===== src/rtl/i2c_rr_pkg.sv =====
package i2c_rr_pkg;

  localparam int BYTE_W = 8;
  localparam int IDX_W  = $clog2(BYTE_W);

  typedef enum logic [2:0] {
    ST_IDLE   = 3'd0,
    ST_ADDR   = 3'd1,
    ST_DECIDE = 3'd2,
    ST_AACK   = 3'd3,
    ST_TX     = 3'd4,
    ST_MACK   = 3'd5,
    ST_SKIP   = 3'd6
  } rr_state_t;

  // True when the received byte selects this target for a read.
  function automatic logic addr_selects(input logic [BYTE_W-1:0] rx,
                                        input logic [BYTE_W-2:0] own);
    return (rx[BYTE_W-1:1] == own) && rx[0];
  endfunction

  // Pull-down level for bit number idx (0 = most significant) of a byte.
  function automatic logic bit_pull(input logic [BYTE_W-1:0] b,
                                    input logic [IDX_W-1:0] idx);
    logic [IDX_W-1:0] pos;
    pos = IDX_W'(BYTE_W - 1) - idx;
    return !b[pos];
  endfunction

  // Last bit position of a byte, as an index value.
  function automatic logic [IDX_W-1:0] last_idx();
    return IDX_W'(BYTE_W - 1);
  endfunction

endpackage


===== src/rtl/i2c_rr_sync.sv =====
module i2c_rr_sync #(
  parameter int WIDTH     = 2,
  parameter int STAGES    = 2,
  parameter logic RST_VAL = 1'b1
) (
  input  logic             clk,
  input  logic             rst_n,
  input  logic [WIDTH-1:0] d,
  output logic [WIDTH-1:0] q
);

  logic [STAGES-1:0] chain [WIDTH];

  for (genvar i = 0; i < WIDTH; i++) begin : g_line
    always_ff @(posedge clk) begin
      if (!rst_n) begin
        chain[i] <= {STAGES{RST_VAL}};
      end else begin
        chain[i] <= {chain[i][STAGES-2:0], d[i]};
      end
    end
    assign q[i] = chain[i][STAGES-1];
  end

endmodule


===== src/rtl/i2c_rr_events.sv =====
module i2c_rr_events (
  input  logic clk,
  input  logic rst_n,
  input  logic scl_s,
  input  logic sda_s,
  output logic evt_start,
  output logic evt_stop,
  output logic evt_scl_rise,
  output logic evt_scl_fall
);

  logic scl_d;
  logic sda_d;

  always_ff @(posedge clk) begin
    if (!rst_n) begin
      scl_d <= 1'b1;
      sda_d <= 1'b1;
    end else begin
      scl_d <= scl_s;
      sda_d <= sda_s;
    end
  end

  logic scl_held_high;
  assign scl_held_high = scl_s & scl_d;

  assign evt_start    = scl_held_high & sda_d & ~sda_s;
  assign evt_stop     = scl_held_high & ~sda_d & sda_s;
  assign evt_scl_rise = scl_s & ~scl_d;
  assign evt_scl_fall = ~scl_s & scl_d;

endmodule


===== src/rtl/i2c_rr_engine.sv =====
module i2c_rr_engine
  import i2c_rr_pkg::*;
#(
  parameter logic [BYTE_W-2:0] TARGET_ADDR = 7'h78,
  parameter logic [BYTE_W-1:0] READ_BYTE   = 8'hAA
) (
  input  logic             clk,
  input  logic             rst_n,
  input  logic             sda_s,
  input  logic             evt_start,
  input  logic             evt_stop,
  input  logic             evt_scl_rise,
  input  logic             evt_scl_fall,
  output rr_state_t        state,
  output logic [BYTE_W-1:0] addr_byte,
  output logic [IDX_W-1:0] bit_idx,
  output logic             sda_pull
);

  logic [IDX_W-1:0] rx_cnt;
  logic             ack_seen;

  always_ff @(posedge clk) begin
    if (!rst_n) begin
      state     <= ST_IDLE;
      addr_byte <= '0;
      rx_cnt    <= '0;
      bit_idx   <= '0;
      ack_seen  <= 1'b0;
      sda_pull  <= 1'b0;
    end else if (evt_start) begin
      state     <= ST_ADDR;
      addr_byte <= '0;
      rx_cnt    <= '0;
      sda_pull  <= 1'b0;
    end else if (evt_stop) begin
      state    <= ST_IDLE;
      sda_pull <= 1'b0;
    end else begin
      unique case (state)
        ST_IDLE: ;
        ST_ADDR: begin
          if (evt_scl_rise) begin
            addr_byte <= {addr_byte[BYTE_W-2:0], sda_s};
            rx_cnt    <= rx_cnt + 1'b1;
            if (rx_cnt == last_idx()) state <= ST_DECIDE;
          end
        end
        ST_DECIDE: begin
          if (evt_scl_fall) begin
            if (addr_selects(addr_byte, TARGET_ADDR)) begin
              sda_pull <= 1'b1;
              state    <= ST_AACK;
            end else begin
              state <= ST_SKIP;
            end
          end
        end
        ST_AACK: begin
          if (evt_scl_fall) begin
            bit_idx  <= '0;
            sda_pull <= bit_pull(READ_BYTE, '0);
            state    <= ST_TX;
          end
        end
        ST_TX: begin
          if (evt_scl_fall) begin
            if (bit_idx == last_idx()) begin
              sda_pull <= 1'b0;
              state    <= ST_MACK;
            end else begin
              bit_idx  <= bit_idx + 1'b1;
              sda_pull <= bit_pull(READ_BYTE, bit_idx + 1'b1);
            end
          end
        end
        ST_MACK: begin
          if (evt_scl_rise) ack_seen <= ~sda_s;
          if (evt_scl_fall) begin
            if (ack_seen) begin
              state <= ST_SKIP;
            end else begin
              bit_idx  <= '0;
              sda_pull <= bit_pull(READ_BYTE, '0);
              state    <= ST_TX;
            end
          end
        end
        ST_SKIP: ;
        default: begin
          state    <= ST_IDLE;
          sda_pull <= 1'b0;
        end
      endcase
    end
  end

endmodule


===== src/rtl/i2c_read_responder.sv =====
module i2c_read_responder
  import i2c_rr_pkg::*;
#(
  parameter logic [BYTE_W-2:0] TARGET_ADDR = 7'h78,
  parameter logic [BYTE_W-1:0] READ_BYTE   = 8'hAA,
  parameter int                SYNC_STAGES = 2
) (
  input  logic clk,
  input  logic rst_n,
  input  logic scl_in,
  input  logic sda_in,
  output logic sda_pull
);

  localparam int LINES = 2;

  logic [LINES-1:0] raw_lines;
  logic [LINES-1:0] sync_lines;
  assign raw_lines = {scl_in, sda_in};

  i2c_rr_sync #(
    .WIDTH  (LINES),
    .STAGES (SYNC_STAGES),
    .RST_VAL(1'b1)
  ) u_sync (
    .clk  (clk),
    .rst_n(rst_n),
    .d    (raw_lines),
    .q    (sync_lines)
  );

  // Named internal events, also watched by the bound checker.
  logic scl_s;
  logic sda_s;
  logic evt_start;
  logic evt_stop;
  logic evt_scl_rise;
  logic evt_scl_fall;
  assign scl_s = sync_lines[1];
  assign sda_s = sync_lines[0];

  i2c_rr_events u_events (
    .clk         (clk),
    .rst_n       (rst_n),
    .scl_s       (scl_s),
    .sda_s       (sda_s),
    .evt_start   (evt_start),
    .evt_stop    (evt_stop),
    .evt_scl_rise(evt_scl_rise),
    .evt_scl_fall(evt_scl_fall)
  );

  rr_state_t         phase;
  logic [BYTE_W-1:0] addr_byte;
  logic [IDX_W-1:0]  tx_idx;

  i2c_rr_engine #(
    .TARGET_ADDR(TARGET_ADDR),
    .READ_BYTE  (READ_BYTE)
  ) u_engine (
    .clk         (clk),
    .rst_n       (rst_n),
    .sda_s       (sda_s),
    .evt_start   (evt_start),
    .evt_stop    (evt_stop),
    .evt_scl_rise(evt_scl_rise),
    .evt_scl_fall(evt_scl_fall),
    .state       (phase),
    .addr_byte   (addr_byte),
    .bit_idx     (tx_idx),
    .sda_pull    (sda_pull)
  );

endmodule


===== config.mk =====
export PLATFORM = sky130hd
export DESIGN_NAME = i2c_read_responder
export DESIGN_NICKNAME = d
export VERILOG_FILES = /design/src/rtl/i2c_rr_pkg.sv /design/src/rtl/i2c_rr_sync.sv /design/src/rtl/i2c_rr_events.sv /design/src/rtl/i2c_rr_engine.sv /design/src/rtl/i2c_read_responder.sv
export SDC_FILE = /design/constraint.sdc
export NUM_CORES = 1
export LEC_CHECK = 0
export ABC_AREA = 1
export BUFFER_PORTS_ARGS = -buffer_cell sky130_fd_sc_hd__buf_4
export CORE_MARGIN = 3
export CORE_UTILIZATION = 30
export DETAILED_ROUTE_END_ITERATION = 12
export MAX_ROUTING_LAYER = met4
export PLACE_DENSITY = 0.54
export SETUP_SLACK_MARGIN = 0.2
export SKIP_LAST_GASP = 1
export SYNTH_ARGS = -nofsm -noshare
export SYNTH_HDL_FRONTEND = slang
export SYNTH_SLANG_ARGS = --single-unit

===== constraint.sdc =====
create_clock -name clk -period 3.7 [get_ports clk]
set_input_delay 0.74 -clock clk [delete_from_list [all_inputs] [get_ports clk]]
set_output_delay 0.74 -clock clk [all_outputs]
set_load 0.1 [all_outputs]

==> metrics.txt <==
status=finished, final reports clean; worst r2r src=u_engine.state[2]$_SDFFE_PP0P_; routed vias/inst=4.38; Hold Vio Cnt, Final=0; Leak=0.705 nW; Worst EP arrival=0.93 ns; slowest stage delay, CP=between 0.3 and 0.4 ns; ANT cells=0; Post-CTS Resized=0; Die W=75.8 um; Post-DP HPWL=2.12 mm; Synth area leader=dfxtp_1; CP Buf/Inv Count=1; CP Cell Sequence=buf_4; first-pass GRT wire length=about 4.9 mm; Num CTS Buffers=3; core area=about 4500 um^2; asr flop ratio synth=0%; Worst R2R Path Depth=9; I/O Pins=5; syn avg cell area=between 7 and 8 um^2; layout net count=around 210; Hold Crit Endpoint=u_sync.chain[1][1]$_SDFF_PN1_; WHS Path Cells=1; post-synthesis register bit count=25; final setup fails=0; PwrDens=between 500 and 600 nW/um^2; setup TNS=0 ns; final hold slack=around 0.42 ns; CP top delay family=flip-flops; initial antenna violation count=0; CTS Buffer Depth=2; Seq/Total Area, Yosys=34.2%; CTS tree=yes; Area Growth Syn to Fin=6.93%; largest net degree at the start of global routing=17; Slew Limit Fails=0; GP Congestion=about 0.86; Final WS setup=approximately 2.0 ns; Worst-Skew Late Latency=approximately 0.27 ns; Max-slew headroom=approximately two thirds; fin crit period=1.67 ns; Slew @ Worst Pin=~0.5 ns; DRC violations left=0; R2R Path End=u_engine.state[0]$_SDFFE_PN0P_; Vias=roughly 1200; drt first pass iters=4; EDFF count, synth=0; Die ar.=5740 um^2; flop2flop setup slack=~2.1 ns; worst slack, placed=around 2.1 ns; CTS clock-pin slew for the worst setup and hold paths=about 0.09 ns; Avg WL per Cell=around 10 um; synth unique cells=32; Die Y=roughly 76 um; unrepaired setup endpoints after global routing=false; Synth Flop Type=dfxtp_1; clk_skew=roughly 0.0015 ns; Post-Syn Area=1460 um^2; hold_sp=u_sync.chain[1][0]$_SDFF_PN1_; GRT overflow=0; H-tree depth=1; Post-CTS Setup Inserts=0; cell with the most instances after synthesis=nand2_1; Area contributors post-synth=dfxtp_1 (34%), nand2_1 (14%), nor2_1 (6.9%); share of the synthesized area in the top cell type=34.2%; DRT iter0 DRCs=31; Sink Count=25; crit path kind=reg -> out; HP Class=reg -> reg; peak supply drop=0.168 mV; worst-path fanout max=2; CP Capture Type=output port; syn nets=208; # rows=24; layout cells sized above 1=22.0%; final WL=2.77 mm; Yosys warnings=0; critical path's slowest cell=dfxtp_1; Required @ worst endpoint=2.96 ns; Critical Path Source Type=register; initial core utilization=about a third; max-cap viol count=0; Max Freq=600 MHz; vias in the first global route=1086; ANT nets after route=0; root buffer cell=clkbuf_8; synth cell count leaders=nand2_1 (53), nor2_1 (27), dfxtp_1 (25), nand3_1 (15), inv_1 (13); synthesized netlist cell count=just under 200; Layout fillers=roughly 490; PortBufs=4; GRT Total Usage=between 10% and 20%; period utilization=45.1%; Hold Buf Count CTS=0
==> cells by family after synthesis <==
kind of cell	Yosys count	synth area share (%)
AND/OR/NAND/NOR	122	41.8
buffers and inverters	27	9.93
flip-flops	25	34.2
AO/OA/AOI/OAI	18	8.90
adder cells (fa/ha/maj)	6	5.14
==> power breakdown <==
part           switching [mW]  total [mW]  internal, mW
clock network          0.0899       0.166        0.0763
logic                   0.259       0.410         0.151
registers              0.0582       0.356         0.298
total                   0.407       0.932         0.525
==> metal layers <==
layer / track usage, % / up-vias / share of wire [%]
met5: - / - / 0
li1: - / 628 / -
met2: 17.2 / 9 / 46
met3: 1.58 / 2 / 2.2
met4: 2.91 / 0 / 0.47
met1: 15.6 / 522 / 51
==> stage by stage <==
stage               std cells  power [mW]  cell area (um^2)  utilization [%]
floorplan                 198       0.726              1460                -
global placement          261       0.772              1510             33.4
detailed placement        261       0.774              1510             33.4
CTS                       265       0.941              1560             34.5
global route              265        1.02              1560             34.5
finish                    265       0.932              1560             34.5
==> sequential cells by signal (all words and copies together) (netlist names) <==
| signal | cells |
|---|---|
| u_engine.state | 3 |
| u_sync.chain | 4 |
| u_events.sda_d | 1 |
| u_engine.ack_seen | 1 |
| u_engine.bit_idx | 3 |
| u_engine.addr_byte | 8 |
| u_events.scl_d | 1 |
| u_engine.sda_pull | 1 |
| u_engine.rx_cnt | 3 |
==> layout by cell type (no fill, tap or decap), drive strengths merged <==
master / netlist / final
ha: 6 / 6
a211oi: 5 / 5
clkbuf: 0 / 3
dfxtp: 25 / 25
nand3b: 1 / 1
a21oi: 9 / 9
buf: 6 / 4
nor3b: 1 / 1
clkinvlp: 0 / 1
o21ai: 2 / 2
nor2: 35 / 35
a31oi: 1 / 1
nand4: 1 / 1
inv: 21 / 21
a21boi: 1 / 1
or2: 5 / 5
and2: 1 / 1
nand3: 21 / 21
nand2: 57 / 57
==> layout make-up <==
type | instances | area [um^2] | area share, %
Clock inverter | 1 | 7.51 | 0.480
Tap cell | 65 | 81.3 | 5.20
Clock buffer | 3 | 41.3 | 2.64
Inverter | 21 | 86.3 | 5.52
Multi-Input combinational cell | 146 | 816 | 52.2
Sequential cell | 25 | 500 | 32.0
Timing Repair Buffer | 4 | 30.0 | 1.92
==> worst max-delay path by stage <==
stage	start	end	slack, ns	cells past startpoint
after floorplan	u_engine.sda_pull$_SDFFE_PP0P_	sda_pull	2.04	0
after global placement	u_engine.state[2]$_SDFFE_PP0P_	u_engine.state[0]$_SDFFE_PN0P_	2.10	9
after detailed placement	u_engine.state[2]$_SDFFE_PP0P_	u_engine.state[0]$_SDFFE_PN0P_	2.06	9
after CTS	u_engine.sda_pull$_SDFFE_PP0P_	sda_pull	2.02	1
after global routing	u_engine.state[2]$_SDFFE_PP0P_	u_engine.state[0]$_SDFFE_PN0P_	1.90	9
final	u_engine.sda_pull$_SDFFE_PP0P_	sda_pull	2.03	1
Power figures use the tool's default switching activity.
